File: src/rtl/mps_pkg.sv
package mps_pkg;

    parameter int CNT_W     = 16;
    parameter int SIZE_W    = 11;
    parameter int NUM_BANKS = 2;
    localparam int BANK_W   = $clog2(NUM_BANKS);

    typedef logic [CNT_W-1:0]  cnt_t;
    typedef logic [SIZE_W-1:0] size_t;
    typedef logic [BANK_W-1:0] bank_t;

    typedef enum logic {
        DIR_OUT = 1'b0,
        DIR_IN  = 1'b1
    } dir_e;

    // State kept for one bank.
    typedef struct packed {
        cnt_t total;
        cnt_t count;
        logic armed;
        logic zlp_pend;
    } bank_desc_t;

    // Result of one accepted packet on the current bank.
    typedef struct packed {
        cnt_t new_cnt;
        logic finish;
        logic zlp_next;
    } step_t;

    function automatic cnt_t min_cnt(input cnt_t a, input cnt_t b);
        return (a < b) ? a : b;
    endfunction

    function automatic cnt_t widen(input size_t s);
        return cnt_t'(s);
    endfunction

endpackage

File: src/rtl/mps_pkt_step.sv
module mps_pkt_step
    import mps_pkg::*;
(
    input  bank_desc_t desc,
    input  size_t      ep_size,
    input  dir_e       dir,
    input  logic       multi_en,
    input  logic       zlp_en,
    input  size_t      rx_len,
    output size_t      pkt_len,
    output step_t      step
);

    cnt_t remaining;
    cnt_t in_len;
    cnt_t amount;
    cnt_t next_cnt;
    logic reached;
    logic full;

    always_comb begin
        remaining = (desc.count >= desc.total) ? '0 : (desc.total - desc.count);
        in_len    = desc.zlp_pend ? '0 : min_cnt(remaining, widen(ep_size));
        pkt_len   = size_t'(in_len);
        amount    = (dir == DIR_IN) ? in_len : widen(rx_len);
        next_cnt  = desc.count + amount;
        reached   = (next_cnt >= desc.total);
        full      = (amount == widen(ep_size));

        step.new_cnt  = next_cnt;
        step.zlp_next = 1'b0;
        step.finish   = 1'b0;

        if (!multi_en) begin
            step.finish = 1'b1;
        end else if (dir == DIR_IN) begin
            if (desc.zlp_pend) begin
                step.finish = 1'b1;
            end else if (reached) begin
                if (zlp_en && full) begin
                    step.zlp_next = 1'b1;
                end else begin
                    step.finish = 1'b1;
                end
            end
        end else begin
            step.finish = (!full) || reached;
        end
    end

endmodule

File: src/rtl/mps_bank_reg.sv
module mps_bank_reg
    import mps_pkg::*;
(
    input  logic       clk,
    input  logic       rst,
    input  logic       load,
    input  cnt_t       load_total,
    input  logic       apply,
    input  step_t      step,
    output bank_desc_t desc
);

    always_ff @(posedge clk) begin
        if (rst) begin
            desc <= '0;
        end else if (load) begin
            desc.total    <= load_total;
            desc.count    <= '0;
            desc.armed    <= 1'b1;
            desc.zlp_pend <= 1'b0;
        end else if (apply) begin
            desc.count    <= step.new_cnt;
            desc.zlp_pend <= step.zlp_next;
            desc.armed    <= ~step.finish;
        end
    end

endmodule

File: src/rtl/mps_seq.sv
module mps_seq
    import mps_pkg::*;
(
    input  logic              clk,
    input  logic              rst,
    input  logic [SIZE_W-1:0] ep_size,
    input  logic              dir_in,
    input  logic              multi_en,
    input  logic              pingpong_en,
    input  logic              zlp_en,
    input  logic              desc_wr,
    input  logic [BANK_W-1:0] desc_bank,
    input  logic [CNT_W-1:0]  desc_total,
    input  logic              pkt_done,
    input  logic [SIZE_W-1:0] rx_len,
    output logic [BANK_W-1:0] cur_bank,
    output logic [SIZE_W-1:0] pkt_len,
    output logic [NUM_BANKS-1:0] bank_armed,
    output logic [CNT_W-1:0]  bank0_count,
    output logic [CNT_W-1:0]  bank1_count,
    output logic              xfer_done,
    output logic [BANK_W-1:0] xfer_done_bank
);

    bank_desc_t desc_q [NUM_BANKS];
    bank_desc_t cur_desc;
    step_t      cur_step;
    logic       accept;

    assign cur_desc = desc_q[cur_bank];
    assign accept   = pkt_done && cur_desc.armed;

    mps_pkt_step u_step (
        .desc     (cur_desc),
        .ep_size  (ep_size),
        .dir      (dir_e'(dir_in)),
        .multi_en (multi_en),
        .zlp_en   (zlp_en),
        .rx_len   (rx_len),
        .pkt_len  (pkt_len),
        .step     (cur_step)
    );

    for (genvar b = 0; b < NUM_BANKS; b++) begin : g_bank
        mps_bank_reg u_bank (
            .clk        (clk),
            .rst        (rst),
            .load       (desc_wr && (desc_bank == bank_t'(b))),
            .load_total (desc_total),
            .apply      (accept && (cur_bank == bank_t'(b))),
            .step       (cur_step),
            .desc       (desc_q[b])
        );
        assign bank_armed[b] = desc_q[b].armed;
    end

    assign bank0_count = desc_q[0].count;
    assign bank1_count = desc_q[1].count;

    always_ff @(posedge clk) begin
        if (rst) begin
            cur_bank <= '0;
        end else if (!pingpong_en) begin
            cur_bank <= '0;
        end else if (accept) begin
            cur_bank <= cur_bank + bank_t'(1);
        end
    end

    always_ff @(posedge clk) begin
        if (rst) begin
            xfer_done      <= 1'b0;
            xfer_done_bank <= '0;
        end else begin
            xfer_done      <= accept && cur_step.finish;
            xfer_done_bank <= cur_bank;
        end
    end

endmodule

File: config.mk
export PLATFORM = sky130hd
export DESIGN_NAME = mps_seq
export DESIGN_NICKNAME = d
export VERILOG_FILES = /design/src/rtl/mps_pkg.sv /design/src/rtl/mps_pkt_step.sv /design/src/rtl/mps_bank_reg.sv /design/src/rtl/mps_seq.sv
export SDC_FILE = /design/constraint.sdc
export NUM_CORES = 1
export LEC_CHECK = 0
export BUFFER_PORTS_ARGS = -buffer_cell sky130_fd_sc_hd__clkbuf_2
export CAP_MARGIN = 30
export CORE_MARGIN = 2
export CORE_UTILIZATION = 30
export CTS_CLUSTER_SIZE = 16
export DETAILED_ROUTE_END_ITERATION = 8
export PLACE_DENSITY = 0.48
export SLEW_MARGIN = 30
export SYNTH_ARGS = -nofsm -noshare
export SYNTH_HDL_FRONTEND = slang
export SYNTH_SLANG_ARGS = --single-unit
File: constraint.sdc
create_clock -name clk -period 8.5 [get_ports clk]
set_clock_uncertainty 0.2 [all_clocks]
set_input_delay 0.425 -clock clk [delete_from_list [all_inputs] [get_ports clk]]
set_output_delay 0.425 -clock clk [all_outputs]
set_load 0.005 [all_outputs]
==> After elaboration in Yosys (flattened, before gate mapping) <==
Index checks and enable logic that the tools add are counted.
{ "op_classes": {"n_eq_ne": 1, "add_sub_neg": 3, "n_div": 0, "n_mul": 0, "bitwise": 5, "n_lt_le_gt_ge": 4, "shift": 0, "n_reduce_logical": 14, "n_mux": 20} }
{ "op_table": {"columns": ["operator", "count"], "rows": [
  ["$mux W34", 3],
  ["$mux W16", 4],
  ["$ge A16 B16 Y1", 2],
  ["$add A16 B16 Y16", 1],
  ["$eq A16 B11 Y1", 1],
  ["$lt A16 B11 Y1", 1],
  ["$sub A16 B16 Y16", 1],
  ["$mux W2", 5],
  ["$mux W1", 8],
  ["$logic_and A1 B1 Y1", 7],
  ["$reduce_or A2 Y1", 3],
  ["$not A1 Y1", 4],
  ["$reduce_bool A2 Y1", 2],
  ["$ge A2 B2 Y1 const B", 1],
  ["$not A1 Y2", 1],
  ["$add A1 B1 Y1 const B", 1],
  ["$logic_not A1 Y1", 1],
  ["$logic_or A1 B1 Y1", 1]
]} }
{ "word_totals": {"rom_bits": 0, "in_bits": 47, "memories": 0, "latchBits": 0, "regBits": 71, "ramBits": 0} }

==> Depth between registers and ports, before layout <==
{ "depth": {"depth_word": 20, "depth_mapped": 42, "mapped_depth_nobuf": 37} }

==> Cells and area by module <==
A second synthesis with hierarchy kept.
{ "hier_totals": {"hier_cells": 684, "area_unflattened_um2": 6065.8} }
{ "by_module_without_submodules": {"columns": ["module", "instances", "cells_each", "seq_area_each_um2", "area_each_um2"], "rows": [
  ["mps_pkt_step", 1, 408, 0.0, 2919.0],
  ["mps_bank_reg", 2, 113, 680.7, 1255.0],
  ["mps_seq", 1, 50, 60.1, 636.9]
]} }

==> Worst setup path after synthesis <==
No wires, ideal clock.
{ "synth_timing": {"path_type": "register -> register", "start": "reg cur_bank", "end": "reg xfer_done", "setup_time_ps": 116, "t_arrival_ps": 9039, "stages_incl_launch_ff": 40, "path_buffers": 5, "path_slack_ps": -855, "required_ps": 8184, "period_less_slack_ps": 9355, "cell_sequence": "dfxtp_1 buf_1 buf_1 mux2i_1 inv_1 ha_1 clkbuf_1 and4_1 nand2_1 or3_2 nand2_2 buf_1 nor2_1 ha_1 nand4_1 or3_1 o21bai_1 o311ai_2 [... 4 more ...] ha_1 fa_1 a21o_1 a21oi_1 o21bai_1 a21o_1 a21oi_1 o211ai_1 a31o_2 a21oi_1 xnor2_1 ha_1 and4_1 a21oi_1 o211ai_1 or3_1 o32a_2 and3_2"} }
{ "synth_lines": {"columns": ["element", "line_no", "text"], "rows": [
  ["start, declared", "mps_seq.sv:16", "output logic [BANK_W-1:0] cur_bank,"],
  ["start signal, assigned", "mps_seq.sv:66", "cur_bank <= cur_bank + bank_t'(1);"],
  ["end signal, assigned", "mps_seq.sv:75", "xfer_done <= accept && cur_step.finish;"],
  ["end, declared", "mps_seq.sv:21", "output logic xfer_done,"]
]} }

==> summary.md <==
| Metric | Value |
|---|---|
| Outcome | completed |
| Average cell area after synthesis | 7.59 sq um |
| Total number of vias | 6139 |
| Die ar. | 21700 sq um |
| Simple logic cell fraction of the synthesized area | 19.9% |
| Num rows | 52 |
| Clk Tree Root Cell | clkbuf_16 |
| Horizontal extent of the die | 147 um |
| Layout net count | 1064 |
| Fraction of the mapped netlist area in compound gates | 23.5% |
| Number of synthesized register bits | 71 |
| Internal power | 0.000978 W |
| Htree depth | 3 |
| Final setup violation count | 0 |
| Main combinational cell family by area after synthesis | compound AO/OA/AOI/OAI gates |
| Clock network fraction of design power | 28.7% |
| Fmax | 122 MHz |
| Vias/cell | 4.98 |
| Portion of the post-synthesis area used by sequential elements | 23.1% |
| Clock-pin slew on the worst setup and hold paths | 0.06 ns |
| GRT Residual Overflow | 0 |
| Multiplexer share of the synthesized area | 7.57% |
| Most common cell on crit path | a21oi_2 |
| Slew margin rel. | 43.6% |
| Transition time at the pin with the least slew margin | 0.846 ns |
| Cell Area, Synth | 6150 sq um |
| Combinational cell fraction of total power | 47.7% |
| HPWL Detailed | 16500 um |
| Crit path max fanout | 8 |
| Vias in the first global route | 5927 |
| Post-route antenna net violation count | 0 |
| Yosys Warn Count | 0 |
| Total CTS buffers | 9 |
| Standard cell core area | 20200 sq um |
| IO buf count | 94 |
| First-pass GRT wire length | 32000 um |
| Share of flip-flops with an asynchronous set or reset | 0% |
| Layout filler cell count | 2134 |
| Net switching fraction of the power | 34.6% |
| Number of design rule violations left after detail routing | 0 |
| Max rail drop VDD | 111 uV |
| Placer Congestion | 0.843 |
| Required arrival time at the worst endpoint | 8.54 ns |
| Iteration-0 DRC count of the detailed router | 299 |
| Critical Path AT | 8.20 ns |
| Number of search-and-repair iterations in the first detailed-routing pass | 4 |
| CTS tree | done |
| Place WS | -0.332 ns |
| Setup repair after global routing missed its margin | true |
| Source-to-sink clock delay at the later pin of the worst-skew pair | 0.34 ns |
| Wire length after detailed routing | 20500 um |
| Worst-case clock buffer depth | 2 |
| Count of pins on the block boundary | 95 |
| PD cells | 180 nW/um^2 |
| Seq pwr share | 23.6% |
| Leakage power of the design | 3.81 nW |
| Number of distinct library cells after synthesis | 75 |
| Final number of max-transition violations | 0 |
| Largest incremental delay on the critical path | 0.44 ns |
| Area share of xor/xnor cells in the synthesized design | 3.84% |
| Clock sink count | 71 |
| Antenna violations before repair | 0 |
| Final WS setup | 0.334 ns |
| Slowest cell on the critical path | a2111o_1 |
| Maximum number of pins on one net before global-route repair | 40 |
| Max-capacitance violation count | 0 |
| Critical Path End Type | register |
| Starting utilization of the core area | 30.5% |
| Detailed-route wire length per cell | 16.6 um |
| Synth-to-Final Area Change | 35.0% |
| GRT Overall Usage | 18.7% |
| Count of flip-flops with a built-in enable after synthesis | 0 |
| CP startpoint kind | register |
| Final core utilization | 41.2% |
| Top flip-flop cell by instance count after synthesis | dfxtp_1 |
| Final count of hold timing violations | 0 |
| Synthesized-area fraction occupied by adder cells | 12.2% |
| NetSw | 0.000518 W |
| Kind of critical path | register to register |
| Min Clock Period, post-route | 8.17 ns |
| N_diodes | 0 |
| Chip height | 147 um |
| Proportion of layout cells with a drive suffix above 1 | 33.1% |
| Worst min-delay path class | input pin to register |
| Share of the clock period used by the worst path | 96.1% |
| Register-to-register setup slack | 0.33 ns |
| Mapped Cells | 810 |
==> power groups by stage <==
| stage | clock, W | combinational, W | sequential [W] |
|---|---|---|---|
| 6_report | 0.000430 | 0.000713 | 0.000353 |
| 5_1_grt | 0.000455 | 0.000778 | 0.000354 |
| 4_1_cts | 0.000439 | 0.000641 | 0.000351 |
| 3_5_place_dp | 0 | 0.000630 | 0.000358 |
| 3_3_place_gp | 0 | 0.000634 | 0.000358 |
| 2_1_floorplan | 0 | 0.000363 | 0.000355 |
==> what timing repair did <==
item,4_1_cts,5_1_grt
resized for setup,16,86
hold buffers,0,0
buffers inserted,1,11
endpoints found under the setup margin,3,3
endpoints found under the hold margin,0,0
gates cloned,0,1
pin swaps,2,22
==> sequential cells by signal, indices dropped and copies added (netlist names) <==
signal              cells
g_bank.u_bank.desc     68
cur_bank                1
xfer_done               1
xfer_done_bank          1
==> area by class of cell <==
type | count | area [sq um] | share of cell area, %
Sequential cell | 71 | 1430 | 17.2
Multi-Input combinational cell | 622 | 4650 | 56.0
Clock buffer | 11 | 233 | 2.80
Clock inverter | 5 | 106 | 1.28
Tap cell | 270 | 338 | 4.07
Inverter | 52 | 195 | 2.35
Timing Repair Buffer | 202 | 1360 | 16.3
==> cells by family (layout without fill, tap and decap cells) <==
kind of cell,count (synthesis),after routing
mux,46,46
other cells,1,4
flops,71,71
xor+xnor,27,27
compound gates,215,215
buf+inv,120,270
fa+ha+maj,59,59
simple gates,271,271
==> stage by stage <==
| stage | cell area (sq um) | total power [W] | hold slack, ns | TNS, ns | instances |
|---|---|---|---|---|---|
| 2_1_floorplan | 6180 | 0.000718 | 0.235 | 0 | 813 |
| 3_3_place_gp | 7320 | 0.000992 | 0.246 | -0.796 | 1204 |
| 3_5_place_dp | 7320 | 0.000988 | 0.246 | -0.979 | 1204 |
| 4_1_cts | 7740 | 0.00143 | 0.106 | 0 | 1221 |
| 5_1_grt | 8300 | 0.00159 | 0.120 | -0.161 | 1233 |
| 6_report | 8300 | 0.00150 | 0.114 | 0 | 1233 |
==> worst paths after layout <==
kind	from	to	depth (start not counted)
worst min register to register	g_bank[1].u_bank.desc[0]	g_bank[1].u_bank.desc[0]	1
worst max-delay path	cur_bank	g_bank[0].u_bank.desc[1]	36
worst max register to register	cur_bank	g_bank[0].u_bank.desc[1]	36
worst min-delay path	desc_total[5]	g_bank[1].u_bank.desc[23]	3
==> synth_stat cells (4+ instances only) <==
cell | n | share of area, %
a21o_1 | 16 | 2.0
a21oi_1 | 92 | 7.5
a22o_1 | 4 | 0.57
a311oi_1 | 4 | 0.57
a31oi_1 | 8 | 0.81
and2_1 | 4 | 0.41
buf_1 | 6 | 0.37
buf_4 | 37 | 4.5
clkbuf_1 | 22 | 1.3
dfxtp_1 | 71 | 23
ha_1 | 57 | 12
inv_1 | 52 | 3.2
mux2_2 | 4 | 0.73
mux2i_1 | 42 | 6.8
nand2_1 | 136 | 8.3
nand2b_1 | 8 | 0.81
nand2b_2 | 5 | 0.71
nand3_1 | 11 | 0.89
nand4_1 | 4 | 0.41
nor2_1 | 60 | 3.7
nor2b_1 | 8 | 0.81
nor3_1 | 11 | 0.89
o2111ai_1 | 4 | 0.57
o211ai_1 | 6 | 0.73
o21a_1 | 6 | 0.73
o21ai_0 | 13 | 1.1
o31ai_1 | 9 | 1.1
or2_2 | 4 | 0.41
xnor2_1 | 17 | 2.4
xor2_1 | 10 | 1.4
==> layer usage <==
metal  GRT usage (%)  routed length, um  vias to the layer above  part of all wire [%]
met2            30.3               9390                      157                    46
met3            2.76                858                       18                   4.2
met1            26.3               9980                     2851                    49
li1                -                  -                     3113                     -
met5               0                  0                        -                     0
met4            3.80                255                        0                   1.2
==> worst max-delay path: cells and delay by family (launching register included) <==
kind	cells	cell delay, ns
simple gates	7	1.37
mux	3	0.90
xor+xnor	1	0.15
buf+inv	3	0.43
flops	1	0.43
fa+ha+maj	4	1.23
compound gates	18	3.37
==> layout by cell type (no fill, tap or decap), drive strengths merged, types with 13 or more instances in the layout <==
master  instances
a21o           17
a21oi          92
buf           107
clkbuf        106
dfxtp          71
ha             57
inv            52
mux2i          42
nand2         137
nand2b         13
nor2           60
o21ai          17
xnor2          17
Note: power is estimated with default switching activity, not from simulation.
